[config.mk]
export PLATFORM = sky130hd
export DESIGN_NAME = csk_adder
export DESIGN_NICKNAME = d
export VERILOG_FILES = /design/src/rtl/csk_pkg.sv /design/src/rtl/csk_mux3.sv /design/src/rtl/csk_slice.sv /design/src/rtl/csk_adder.sv
export SDC_FILE = /design/constraint.sdc
export NUM_CORES = 1
export LEC_CHECK = 0
export ABC_AREA = 1
export BUFFER_PORTS_ARGS = -buffer_cell sky130_fd_sc_hd__buf_4
export CAP_MARGIN = 10
export CORE_UTILIZATION = 40
export DETAILED_ROUTE_END_ITERATION = 6
export PLACE_DENSITY = 0.79
export SLEW_MARGIN = 20
export SYNTH_ARGS = -nofsm -noshare
export SYNTH_HDL_FRONTEND = slang
export SYNTH_HIERARCHICAL = 1
export SYNTH_SLANG_ARGS = --single-unit
[constraint.sdc]
create_clock -name vclk -period 5.7
set_input_delay 0.285 -clock vclk [all_inputs]
set_output_delay 0.285 -clock vclk [all_outputs]
set_load 0.1 [all_outputs]
[src/rtl/csk_pkg.sv]
package csk_pkg;

    // bits per carry-skip slice
    localparam int SLICE = 4;

    // per-bit carry terms
    typedef struct packed {
        logic g;
        logic p;
    } gp_t;

    // the three one-hot selects of a slice carry mux
    typedef struct packed {
        logic ripple;   // top bit propagates, lower bits do not all propagate
        logic topgen;   // top bit does not propagate
        logic skip;     // all bits propagate
    } csel_t;

    function automatic gp_t make_gp(input logic x, input logic y);
        gp_t r;
        r.g = x & y;
        r.p = x ^ y;
        return r;
    endfunction

    function automatic logic next_carry(input gp_t t, input logic c);
        return t.g | (t.p & c);
    endfunction

endpackage

[src/rtl/csk_mux3.sv]
module csk_mux3 (
    input  csk_pkg::csel_t sel,
    input  logic           d_ripple,
    input  logic           d_topgen,
    input  logic           d_skip,
    output logic           y
);
    // AND-OR selection: one-hot selects mean only one term can be active
    always_comb begin
        y = (sel.ripple & d_ripple)
          | (sel.topgen & d_topgen)
          | (sel.skip   & d_skip);
    end
endmodule

[src/rtl/csk_slice.sv]
module csk_slice
    import csk_pkg::*;
(
    input  logic [SLICE-1:0] a,
    input  logic [SLICE-1:0] b,
    input  logic             ci,
    output logic [SLICE-1:0] s,
    output logic             co,
    output csel_t            sel
);
    gp_t  [SLICE-1:0] gp;
    logic [SLICE-1:0] c;      // carry into each bit
    logic [SLICE-1:0] pv;
    logic             low_all;

    for (genvar i = 0; i < SLICE; i++) begin : g_bit
        assign gp[i] = make_gp(a[i], b[i]);
        assign pv[i] = gp[i].p;
        assign s[i]  = gp[i].p ^ c[i];
    end

    assign c[0] = ci;
    for (genvar i = 1; i < SLICE; i++) begin : g_chain
        assign c[i] = next_carry(gp[i-1], c[i-1]);
    end

    assign low_all    = &pv[SLICE-2:0];
    assign sel.skip   = low_all & pv[SLICE-1];
    assign sel.topgen = ~pv[SLICE-1];
    assign sel.ripple = ~low_all & pv[SLICE-1];

    csk_mux3 u_mux (
        .sel      (sel),
        .d_ripple (c[SLICE-1]),
        .d_topgen (gp[SLICE-1].g),
        .d_skip   (ci),
        .y        (co)
    );
endmodule

[src/rtl/csk_adder.sv]
module csk_adder
    import csk_pkg::*;
#(
    parameter int WIDTH = 16
) (
    input  logic [WIDTH-1:0] a,
    input  logic [WIDTH-1:0] b,
    input  logic             cin,
    output logic [WIDTH-1:0] sum,
    output logic             cout
);
    localparam int NSL = WIDTH / SLICE;

    if ((WIDTH % SLICE) != 0 || WIDTH < SLICE) begin : g_bad_width
        $error("csk_adder: WIDTH must be a positive multiple of 4");
    end

    logic [NSL:0]   sl_c;
    logic [NSL-1:0] sel_skip;
    logic [NSL-1:0] sel_topgen;
    logic [NSL-1:0] sel_ripple;

    assign sl_c[0] = cin;

    for (genvar k = 0; k < NSL; k++) begin : g_slice
        csel_t sel_k;
        csk_slice u_slice (
            .a   (a[k*SLICE +: SLICE]),
            .b   (b[k*SLICE +: SLICE]),
            .ci  (sl_c[k]),
            .s   (sum[k*SLICE +: SLICE]),
            .co  (sl_c[k+1]),
            .sel (sel_k)
        );
        assign sel_skip[k]   = sel_k.skip;
        assign sel_topgen[k] = sel_k.topgen;
        assign sel_ripple[k] = sel_k.ripple;
    end

    assign cout = sl_c[NSL];
endmodule

; Word-level counts from Yosys, hierarchy flattened
; Index checks and enable logic that the tools add are counted.
[totals]
ff_bits = 0
output_inout_bits = 17
word_cells = 112
[classes]
bitwise_logic = 108
reduce_logical = 4
[op_table]
columns = operator, count
row1 = $and 1x1->1, 48
row2 = $xor 1x1->1, 32
row3 = $or 1x1->1, 20
row4 = $reduce_and 3->1, 4
row5 = $not 1->1, 8

; Longest topological paths before layout
; Gate-level depths: netlist of run 1.
[depth]
depth_word = 37
depth_mapped = 36
depth_no_buf = 36

; Modules after synthesis
; The synthesis of run 1 kept the hierarchy.
[modules_own_cells]
columns = mod, n_inst, cells_each, area_per_inst_um2
row1 = csk_slice, 4, 23, 178.9
row2 = csk_mux3, 4, 4, 16.3

; Least setup slack after synthesis of run 1
; OpenSTA, ideal clock, no wires.
[synth_timing]
kind = input port to output port
from = in a[0]
to = out sum[15]
t_arrival_ns = 6.604
t_required_ns = 5.415
setup_slack_ns = -1.189
stages = 34
path_buffers = 0
path_cell_list = inv_1 > fa_1 > inv_1 > fa_1 > inv_1 > fa_1 > inv_1 > nand2_1 > nand3_1 > inv_1 > fa_1 > inv_1 > fa_1 > inv_1 > fa_1 > inv_1 > nand2_1 > nand3_1 > inv_1 > fa_1 > inv_1 > fa_1 > inv_1 > fa_1 > inv_1 > nand2_1 > nand3_1 > inv_1 > fa_1 > inv_1 > fa_1 > inv_1 > fa_1 > xnor2_1
[synth_via]
elab_chain_cells = 35
[synth_rtl]
columns = element, line_no
row1 = start: declaration, csk_adder.sv:6  ; input logic [WIDTH-1:0] a,
row2 = $xor 1x1->1, csk_pkg.sv:22  ; r.p = x ^ y;
row3 = $and 1x1->1, csk_pkg.sv:27  ; return t.g | (t.p & c);
row4 = $or 1x1->1 *, csk_pkg.sv:27
row5 = $and 1x1->1 *, csk_pkg.sv:27
row6 = $or 1x1->1 *, csk_pkg.sv:27
row7 = $and 1x1->1 *, csk_pkg.sv:27
row8 = $or 1x1->1 *, csk_pkg.sv:27
row9 = net g_slice[0].u_slice.c[3], csk_slice.sv:12  ; logic [SLICE-1:0] c;
row10 = [... 3 more ...], -
row11 = net sl_c[1], csk_adder.sv:18  ; logic [NSL:0] sl_c;
row12 = [... 6 more ...], -
row13 = net g_slice[1].u_slice.c[3], csk_slice.sv:12
row14 = [... 3 more ...], -
row15 = net sl_c[2], csk_adder.sv:18
row16 = [... 6 more ...], -
row17 = net g_slice[2].u_slice.c[3], csk_slice.sv:12
row18 = [... 3 more ...], -
row19 = net sl_c[3], csk_adder.sv:18
row20 = $and 1x1->1 *, csk_pkg.sv:27
row21 = $or 1x1->1 *, csk_pkg.sv:27
row22 = $and 1x1->1 *, csk_pkg.sv:27
row23 = $or 1x1->1 *, csk_pkg.sv:27
row24 = $and 1x1->1 *, csk_pkg.sv:27
row25 = $or 1x1->1 *, csk_pkg.sv:27
row26 = $xor 1x1->1 *, csk_slice.sv:19  ; assign s[i] = gp[i].p ^ c[i];
row27 = end: declaration, csk_adder.sv:9  ; output logic [WIDTH-1:0] sum,
; Mark *: on every way through the listed nets, which the timed path passes. The rest lies on a longest branch.

; Final worst setup path of run 1
[layout_timing]
from = in a[0]
to = out sum[14]
[layout_via]
elab_chain_cells = 33
[layout_rtl]
columns = element, line_no
row1 = $xor 1x1->1, csk_pkg.sv:22
row2 = $and 1x1->1, csk_pkg.sv:27
row3 = $or 1x1->1 *, csk_pkg.sv:27
row4 = $and 1x1->1 *, csk_pkg.sv:27
row5 = $or 1x1->1 *, csk_pkg.sv:27
row6 = $and 1x1->1 *, csk_pkg.sv:27
row7 = $or 1x1->1 *, csk_pkg.sv:27
row8 = net g_slice[0].u_slice.c[3], csk_slice.sv:12
row9 = [... 3 more ...], -
row10 = net sl_c[1], csk_adder.sv:18
row11 = [... 6 more ...], -
row12 = net g_slice[1].u_slice.c[3], csk_slice.sv:12
row13 = [... 3 more ...], -
row14 = net sl_c[2], csk_adder.sv:18
row15 = [... 6 more ...], -
row16 = net g_slice[2].u_slice.c[3], csk_slice.sv:12
row17 = [... 1 more ...], -
row18 = $or 1x1->1 *, csk_mux3.sv:11  ; | (sel.topgen & d_topgen)
row19 = $or 1x1->1 *, csk_mux3.sv:12  ; | (sel.skip & d_skip);
row20 = net sl_c[3], csk_adder.sv:18
row21 = $and 1x1->1 *, csk_pkg.sv:27
row22 = $or 1x1->1 *, csk_pkg.sv:27
row23 = $and 1x1->1 *, csk_pkg.sv:27
row24 = $or 1x1->1 *, csk_pkg.sv:27
row25 = $xor 1x1->1 *, csk_slice.sv:19
; Marked as above.

==> results.yml, run 1 <==
place:
  dp_cells: 188
  dp_hpwl_um: 1680
  io_buffer_count: 50
  finalWeightedCongestion: 0.714
  dp_slack_ns: -0.333
  placed_area_sq_um: 1280
timing:
  hold_ws_ns: 1.09
  fin_crit_ns: 5.77
  setup_ws_ns: -0.0668
  rsz0062_at_grt: "yes"
  slew_headroom_pct: 81.0
  slew_violations: 0
  setup_viol: 1
  worstMarginPinSlew_ns: 0.287
  fmax_mhz: 173
  finalCritPeriodShare_pct: 101
  hold_violations: 0
critical_path:
  crit_path_start: "a[0]"
  slowest_delay_ns: 0.54
  critPathArrivalTime_ns: 5.48
  critical_path_class: "input port to output pin"
  crit_required_ns: 5.41
  setup.worst_path.end_class: "output pin"
  worstPathMaxFanout: 2
  critical-path-slowest-cell: "fa_2"
  startpoint_type: "input port"
  cpMostUsedCell: "inv_2"
power:
  clkPwrFrac_pct: 0
  p_int_uw: 102
  switching_share_pct: 71.9
  combPwrFrac_pct: 100.0
  p_sw_uw: 260
  power_density_nw_per_um2: 264
  ir_drop_mv: 0.167
  p_seq_share_pct: 0
  total_power_uw: 362
  p_leak_uw: 0.000816
yosys:
  synth.area.top_cells: "fa_1 31%, ha_1 26%, inv_1 21%"
  yosysTopAreaCellShare_pct: 30.8
  synth_warnings: 6
  syn_avg_cell_area_sq_um: 7.23
  yosysSeqAreaShare_pct: 0
  synth.distinct_cells: 8
  synth_fp_nets: 169
  synthCells: 108
  synth_top_area_cell: "fa_1"
  syn-cell-area_sq_um: 781
finish:
  instances_no_fill: 190
  final_area_sq_um: 1370
  seq_area_sq_um: 0
  syn2layout_area_growth_pct: 75.5
  flops_and_latches: 0
  antenna_cells: 0
  fin_nets: 228
  layout-drive-gt1-share_pct: 63.0
  clock_buffers: 0
global_routing:
  antenna_found_initial: 0
  grt_use_total_pct: 19.5
  grt_pass1_vias: 793
  grt_pass1_wl_um: 3060
  globalRouteOverflowTotal: 0
  grt_max_degree: 4
run:
  cap_violations: 0
outcome:
  status: "finished with violations"
  violations: "negative setup slack"
floorplan:
  rows: 15
  fp.dieArea_sq_um: 2130
  fp.dieW_um: 46.2
  io_pins: 50
  coreArea_sq_um: 1780
  initial_utilization_pct: 43.8
  die_h_um: 46.2
routing:
  antenna_left: 0
  wl_per_cell_um: 10.3
  vias: 797
  drt_iter0_drc: 2
  viasPerCell: 4.19
  firstDrtPassIters: 4
  drc: 0
  drt-total-wl_um: 1970
clocking:
  postCtsHoldBufs: 0
min_path:
  min_from: "b[15]"
  hold_path_class: "input port to output pin"
worst max-delay path, delay by kind of cell:
kind	cells	cell delay, ns
and+or+nand+nor	6	0.39
buffers and inverters	18	1.13
adders and majority gates	12	3.67
power by group through the flow:
stage | combinational [uW] | clock, uW | sequential [uW]
6_report | 362 | 0 | 0
5_1_grt | 381 | 0 | 0
4_1_cts | 357 | 0 | 0
3_5_place_dp | 338 | 0 | 0
3_3_place_gp | 333 | 0 | 0
2_1_floorplan | 267 | 0 | 0
cell usage after synthesis:
master    n
inv_2     4
inv_1    44
nor2_2    4
xnor2_1   4
ha_1     16
nand3_1   8
nand2_1  16
fa_1     12
cell type report:
cell class         count  area [sq um]
fillers              124           413
multi-input cells     60           679
inverters             48           186
repair buffers        57           473
well taps             25          31.3
final timing paths:
check                     end  slack (ns)  depth (start not counted)
worst max-delay path  sum[14]       -0.07                         36
worst min-delay path     cout        1.09                          5
what timing repair did:
action,in CTS,in global routing
gates resized for setup,23,11
pin swaps,3,2
endpoints found under the setup margin,3,3
buffers inserted,2,0
cloned,0,0
endpoints found under the hold margin,0,0
metal layers:
layer	vias to the layer above	part of all wire, %	global-route usage (%)
met5	-	0	0
met2	28	60	43.1
met4	0	2.1	3.53
li1	403	-	-
met1	362	33	19.1
met3	4	5.1	0.784
placed cells by master, fill, tap and decap left out, types with 3 or more instances in the layout:
master,count
inv_2,20
nand2_2,4
nand3_2,4
fa_2,12
nand2_1,12
nand3_1,4
buf_4,53
inv_1,26
buf_12,3
ha_1,16
xnor2_1,3
nor2_2,4
cell families (layout without fill, tap and decap cells):
logic type,Yosys count,count (layout),share of synthesized area (%)
adder cells (fa/ha/maj),28,28,56.4
XOR/XNOR,4,4,4.49
buffers and inverters,48,105,23.1
AND/OR/NAND/NOR,28,28,16.0
per-stage QoR:
stage / setup TNS [ns] / util [%]
global placement: -0.474 / 71.8
floorplan: -0.0352 / -
detailed placement: -0.934 / 71.8
global route: -0.789 / 76.8
finish: -0.0668 / 76.8
CTS: -0.138 / 75.7
Power figures use the tool's default switching activity.
==> inputs of run 2 (changes only) <==
--- a/config.mk
+++ b/config.mk
@@ -6,7 +6,7 @@
 export NUM_CORES = 1
 export LEC_CHECK = 0
 export ABC_AREA = 1
-export BUFFER_PORTS_ARGS = -buffer_cell sky130_fd_sc_hd__buf_4
+export BUFFER_PORTS_ARGS = -buffer_cell sky130_fd_sc_hd__buf_2
 export CAP_MARGIN = 10
 export CORE_UTILIZATION = 40
 export DETAILED_ROUTE_END_ITERATION = 6
==> results.yml, run 2 (synthesized netlist as in run 1, its figures left out) <==
finish:
  final_area_sq_um: 1280
  antenna_cells: 0
  layout-drive-gt1-share_pct: 63.1
  multi_input_area_sq_um: 677
  flops_and_latches: 0
  final_cell_mix: "45 x buf_2, 26 x inv_1, 20 x inv_2, 16 x ha_1, 13 x nand2_1"
  seq_area_sq_um: 0
  n_fill_cell: 144
  clock_buffers: 0
  final_common_cell: "buf_2"
  instances_no_fill: 193
  syn2layout_area_growth_pct: 64.1
  fin_nets: 231
power:
  combPwrFrac_pct: 100.0
  p_leak_uw: 0.000792
  clkPwrFrac_pct: 0
  total_power_uw: 338
  switching_share_pct: 75.5
  p_int_uw: 82.7
  p_seq_share_pct: 0
  power_density_nw_per_um2: 264
  ir_drop_mv: 0.134
  p_sw_uw: 255
place:
  dp_hpwl_um: 1460
  io_buffer_count: 50
  dp_cells: 190
  finalWeightedCongestion: 0.743
  placed_area_sq_um: 1210
global_routing:
  globalRouteOverflowTotal: 0
  antenna_found_initial: 0
  grt_use_total_pct: 15.9
  grt_pass1_vias: 758
  grt_max_degree: 4
  grt_pass1_wl_um: 2620
critical_path:
  crit_required_ns: 5.41
  critical-path-slowest-cell: "fa_2"
  cpMostUsedCell: "inv_2"
  startpoint_type: "input port"
  crit_path_start: "a[0]"
  worstPathMaxFanout: 2
  critical_path_class: "input port to output pin"
  critPathArrivalTime_ns: 5.37
  slowest_delay_ns: 0.54
  setup.worst_path.end_class: "output pin"
timing:
  fin_crit_ns: 5.66
  setup_viol: 0
  hold_violations: 0
  finalCritPeriodShare_pct: 99.2
  rsz0062_at_grt: "yes"
  fmax_mhz: 177
  hold_ws_ns: 1.10
  slew_violations: 0
  slew_headroom_pct: 67.0
  worstMarginPinSlew_ns: 0.499
routing:
  drt-total-wl_um: 1580
  drt_iter0_drc: 1
  vias: 795
  firstDrtPassIters: 2
  viasPerCell: 4.12
  drc: 0
  antenna_left: 0
  wl_per_cell_um: 8.20
floorplan:
  initial_utilization_pct: 43.8
  die_h_um: 46.2
  io_pins: 50
  fp.dieArea_sq_um: 2130
  fp.dieW_um: 46.2
  coreArea_sq_um: 1780
  rows: 15
run:
  cap_violations: 0
min_path:
  min_from: "b[15]"
  hold_path_class: "input port to output pin"
outcome:
  status: "complete, no violations"
run 2: power groups by stage:
stage / combinational [uW] / clock [uW] / sequential [uW]
5_1_grt: 359 / 0 / 0
4_1_cts: 338 / 0 / 0
6_report: 338 / 0 / 0
2_1_floorplan: 267 / 0 / 0
3_5_place_dp: 330 / 0 / 0
3_3_place_gp: 325 / 0 / 0
run 2: critical path: cells and delay by family:
family,cells,cell delay (ns)
and+or+nand+nor,6,0.37
buffers and inverters,18,1.07
adders and majority gates,12,3.64
run 2: timing repair:
| action | in CTS | in global routing |
|---|---|---|
| resized for setup | 18 | 7 |
| pin swaps | 5 | 1 |
| buffers inserted | 2 | 1 |
| hold buffers | 0 | 0 |
| endpoints found under the hold margin | 0 | 0 |
| setup endpoints to repair | 3 | 3 |
run 2: final timing paths:
check                      to  slack, ns  cells after the start
worst max-delay path  sum[14]       0.04                     36
worst min-delay path     cout       1.10                      5
run 2: metal layers:
layer | vias to the layer above | track usage, % | share of wire [%] | wire (um)
met5 | - | 0 | 0 | 0
met1 | 359 | 16.4 | 38 | 600
met3 | 0 | 0 | 3.9 | 62
met2 | 24 | 35.5 | 58 | 919
met4 | 0 | 1.18 | 0 | 0
li1 | 412 | - | - | -
run 2: area by class of cell:
cell class,count,area share [%]
timing repair buffer,60,30.2
tap,25,2.44
inverter,48,14.6
multi-input combinational,60,52.8
run 2: metrics by stage:
stage               util [%]  worst slack (ns)  setup TNS, ns
floorplan                  -           -0.0352        -0.0352
global placement        68.1            -0.109         -0.258
detailed placement      68.1            -0.186         -0.504
CTS                     70.8          -0.00933       -0.00933
global route            71.9            -0.174         -0.449
finish                  71.9            0.0442              0
==> inputs of run 3 (changes only) <==
--- a/config.mk
+++ b/config.mk
@@ -8,9 +8,10 @@
 export ABC_AREA = 1
 export BUFFER_PORTS_ARGS = -buffer_cell sky130_fd_sc_hd__buf_2
 export CAP_MARGIN = 10
+export CORE_MARGIN = 2
 export CORE_UTILIZATION = 40
 export DETAILED_ROUTE_END_ITERATION = 6
-export PLACE_DENSITY = 0.79
+export PLACE_DENSITY = 0.76
 export SLEW_MARGIN = 20
 export SYNTH_ARGS = -nofsm -noshare
 export SYNTH_HDL_FRONTEND = slang
==> constraint.sdc (replaced) <==
create_clock -name vclk -period 6.15
set_input_delay 0.3075 -clock vclk [all_inputs]
set_output_delay 0.3075 -clock vclk [all_outputs]
set_load 0.1 [all_outputs]
==> results.yml, run 3 (synthesized netlist as in run 1, its figures left out) <==
routing:
  drc: 0
  vias: 787
  viasPerCell: 4.23
  antenna_left: 0
  wl_per_cell_um: 9.28
  firstDrtPassIters: 3
  drt_iter0_drc: 4
  drt-total-wl_um: 1730
timing:
  slew_headroom_pct: 67.4
  setup_viol: 0
  fin_crit_ns: 5.97
  hold_violations: 0
  setup_ws_ns: 0.178
  worstMarginPinSlew_ns: 0.492
  slew_violations: 0
  fmax_mhz: 167
  hold_ws_ns: 1.14
  finalCritPeriodShare_pct: 97.1
floorplan:
  rows: 15
  initial_utilization_pct: 43.8
  coreArea_sq_um: 1780
  die_h_um: 48.2
  fp.dieW_um: 48.2
  io_pins: 50
  fp.dieArea_sq_um: 2320
global_routing:
  antenna_found_initial: 0
  grt_use_total_pct: 14.8
  globalRouteOverflowTotal: 0
  grt_pass1_wl_um: 2560
  grt_max_degree: 4
  grt_pass1_vias: 665
place:
  dp_slack_ns: -0.154
  io_buffer_count: 50
  finalWeightedCongestion: 0.743
  dp_hpwl_um: 1580
run:
  cap_violations: 0
clocking:
  postCtsHoldBufs: 0
outcome:
  status: "complete, no violations"
critical_path:
  startpoint_type: "input port"
  setup.worst_path.end_class: "output pin"
  critical_path_class: "input port to output pin"
  critical-path-slowest-cell: "fa_2"
  slowest_delay_ns: 0.39
  critPathArrivalTime_ns: 5.66
  cpMostUsedCell: "inv_1"
  crit_required_ns: 5.84
  worstPathMaxFanout: 2
finish:
  antenna_cells: 0
  syn2layout_area_growth_pct: 52.2
  clock_buffers: 0
  flops_and_latches: 0
  layout-drive-gt1-share_pct: 49.7
  n_fill_cell: 158
  final_common_cell: "buf_2"
  fin_nets: 224
  final_cell_mix: "47 x buf_2, 38 x inv_1, 16 x nand2_1, 16 x ha_1, 10 x inv_2"
  seq_area_sq_um: 0
power:
  ir_drop_mv: 0.119
  power_density_nw_per_um2: 255
  p_leak_uw: 0.000772
min_path:
  hold_path_class: "input port to output pin"
==> run 3: critical path: cells and delay by family <==
family | cells | cell delay, ns
and+or+nand+nor | 8 | 0.53
adders and majority gates | 12 | 3.62
buffers and inverters | 18 | 1.19
==> run 3: layout make-up <==
type,instances,area (sq um),share of cell area [%]
Multi-Input combinational cell,60,659,55.5
Timing Repair Buffer,53,318,26.7
Tap cell,25,31.3,2.63
Inverter,48,180,15.2
==> run 3: path summary, 6_finish.rpt <==
kind / startpoint / end / slack, ns / depth (start not counted)
max: cin / cout / 0.18 / 38
min: b[15] / cout / 1.14 / 5
==> run 3: metal layers <==
layer | track usage, % | up-vias | part of all wire (%)
met2 | 29.5 | 27 | 60
met5 | 0 | - | 0
met1 | 18.3 | 366 | 35
met4 | 0 | 0 | 0
li1 | - | 394 | -
met3 | 0.741 | 0 | 5.7
==> run 3: timing repair <==
| action | CTS | global route |
|---|---|---|
| setup endpoints to repair | 2 | 3 |
| buffers inserted | 0 | 3 |
| gates resized for setup | 3 | 15 |
| hold endpoints to repair | 0 | 0 |
| pin swaps | 1 | 11 |
==> run 3: report_power, final <==
part           leakage, uW  total (uW)  internal (uW)  switching [uW]
registers                0           0              0               0
clock network            0           0              0               0
logic             0.000772         303           68.6             234
total             0.000772         303           68.6             234
==> run 3: through the flow <==
stage / TNS, ns / util, % / total power, uW / cell area (sq um) / instances
after floorplan: -0.0571 / - / 239 / 800 / 108
after CTS: 0 / 63.6 / 297 / 1130 / 183
after global placement: 0 / 63.2 / 290 / 1130 / 183
after global routing: -0.187 / 66.7 / 320 / 1190 / 186
after detailed placement: -0.272 / 63.2 / 296 / 1130 / 183
final: 0 / 66.7 / 303 / 1190 / 186
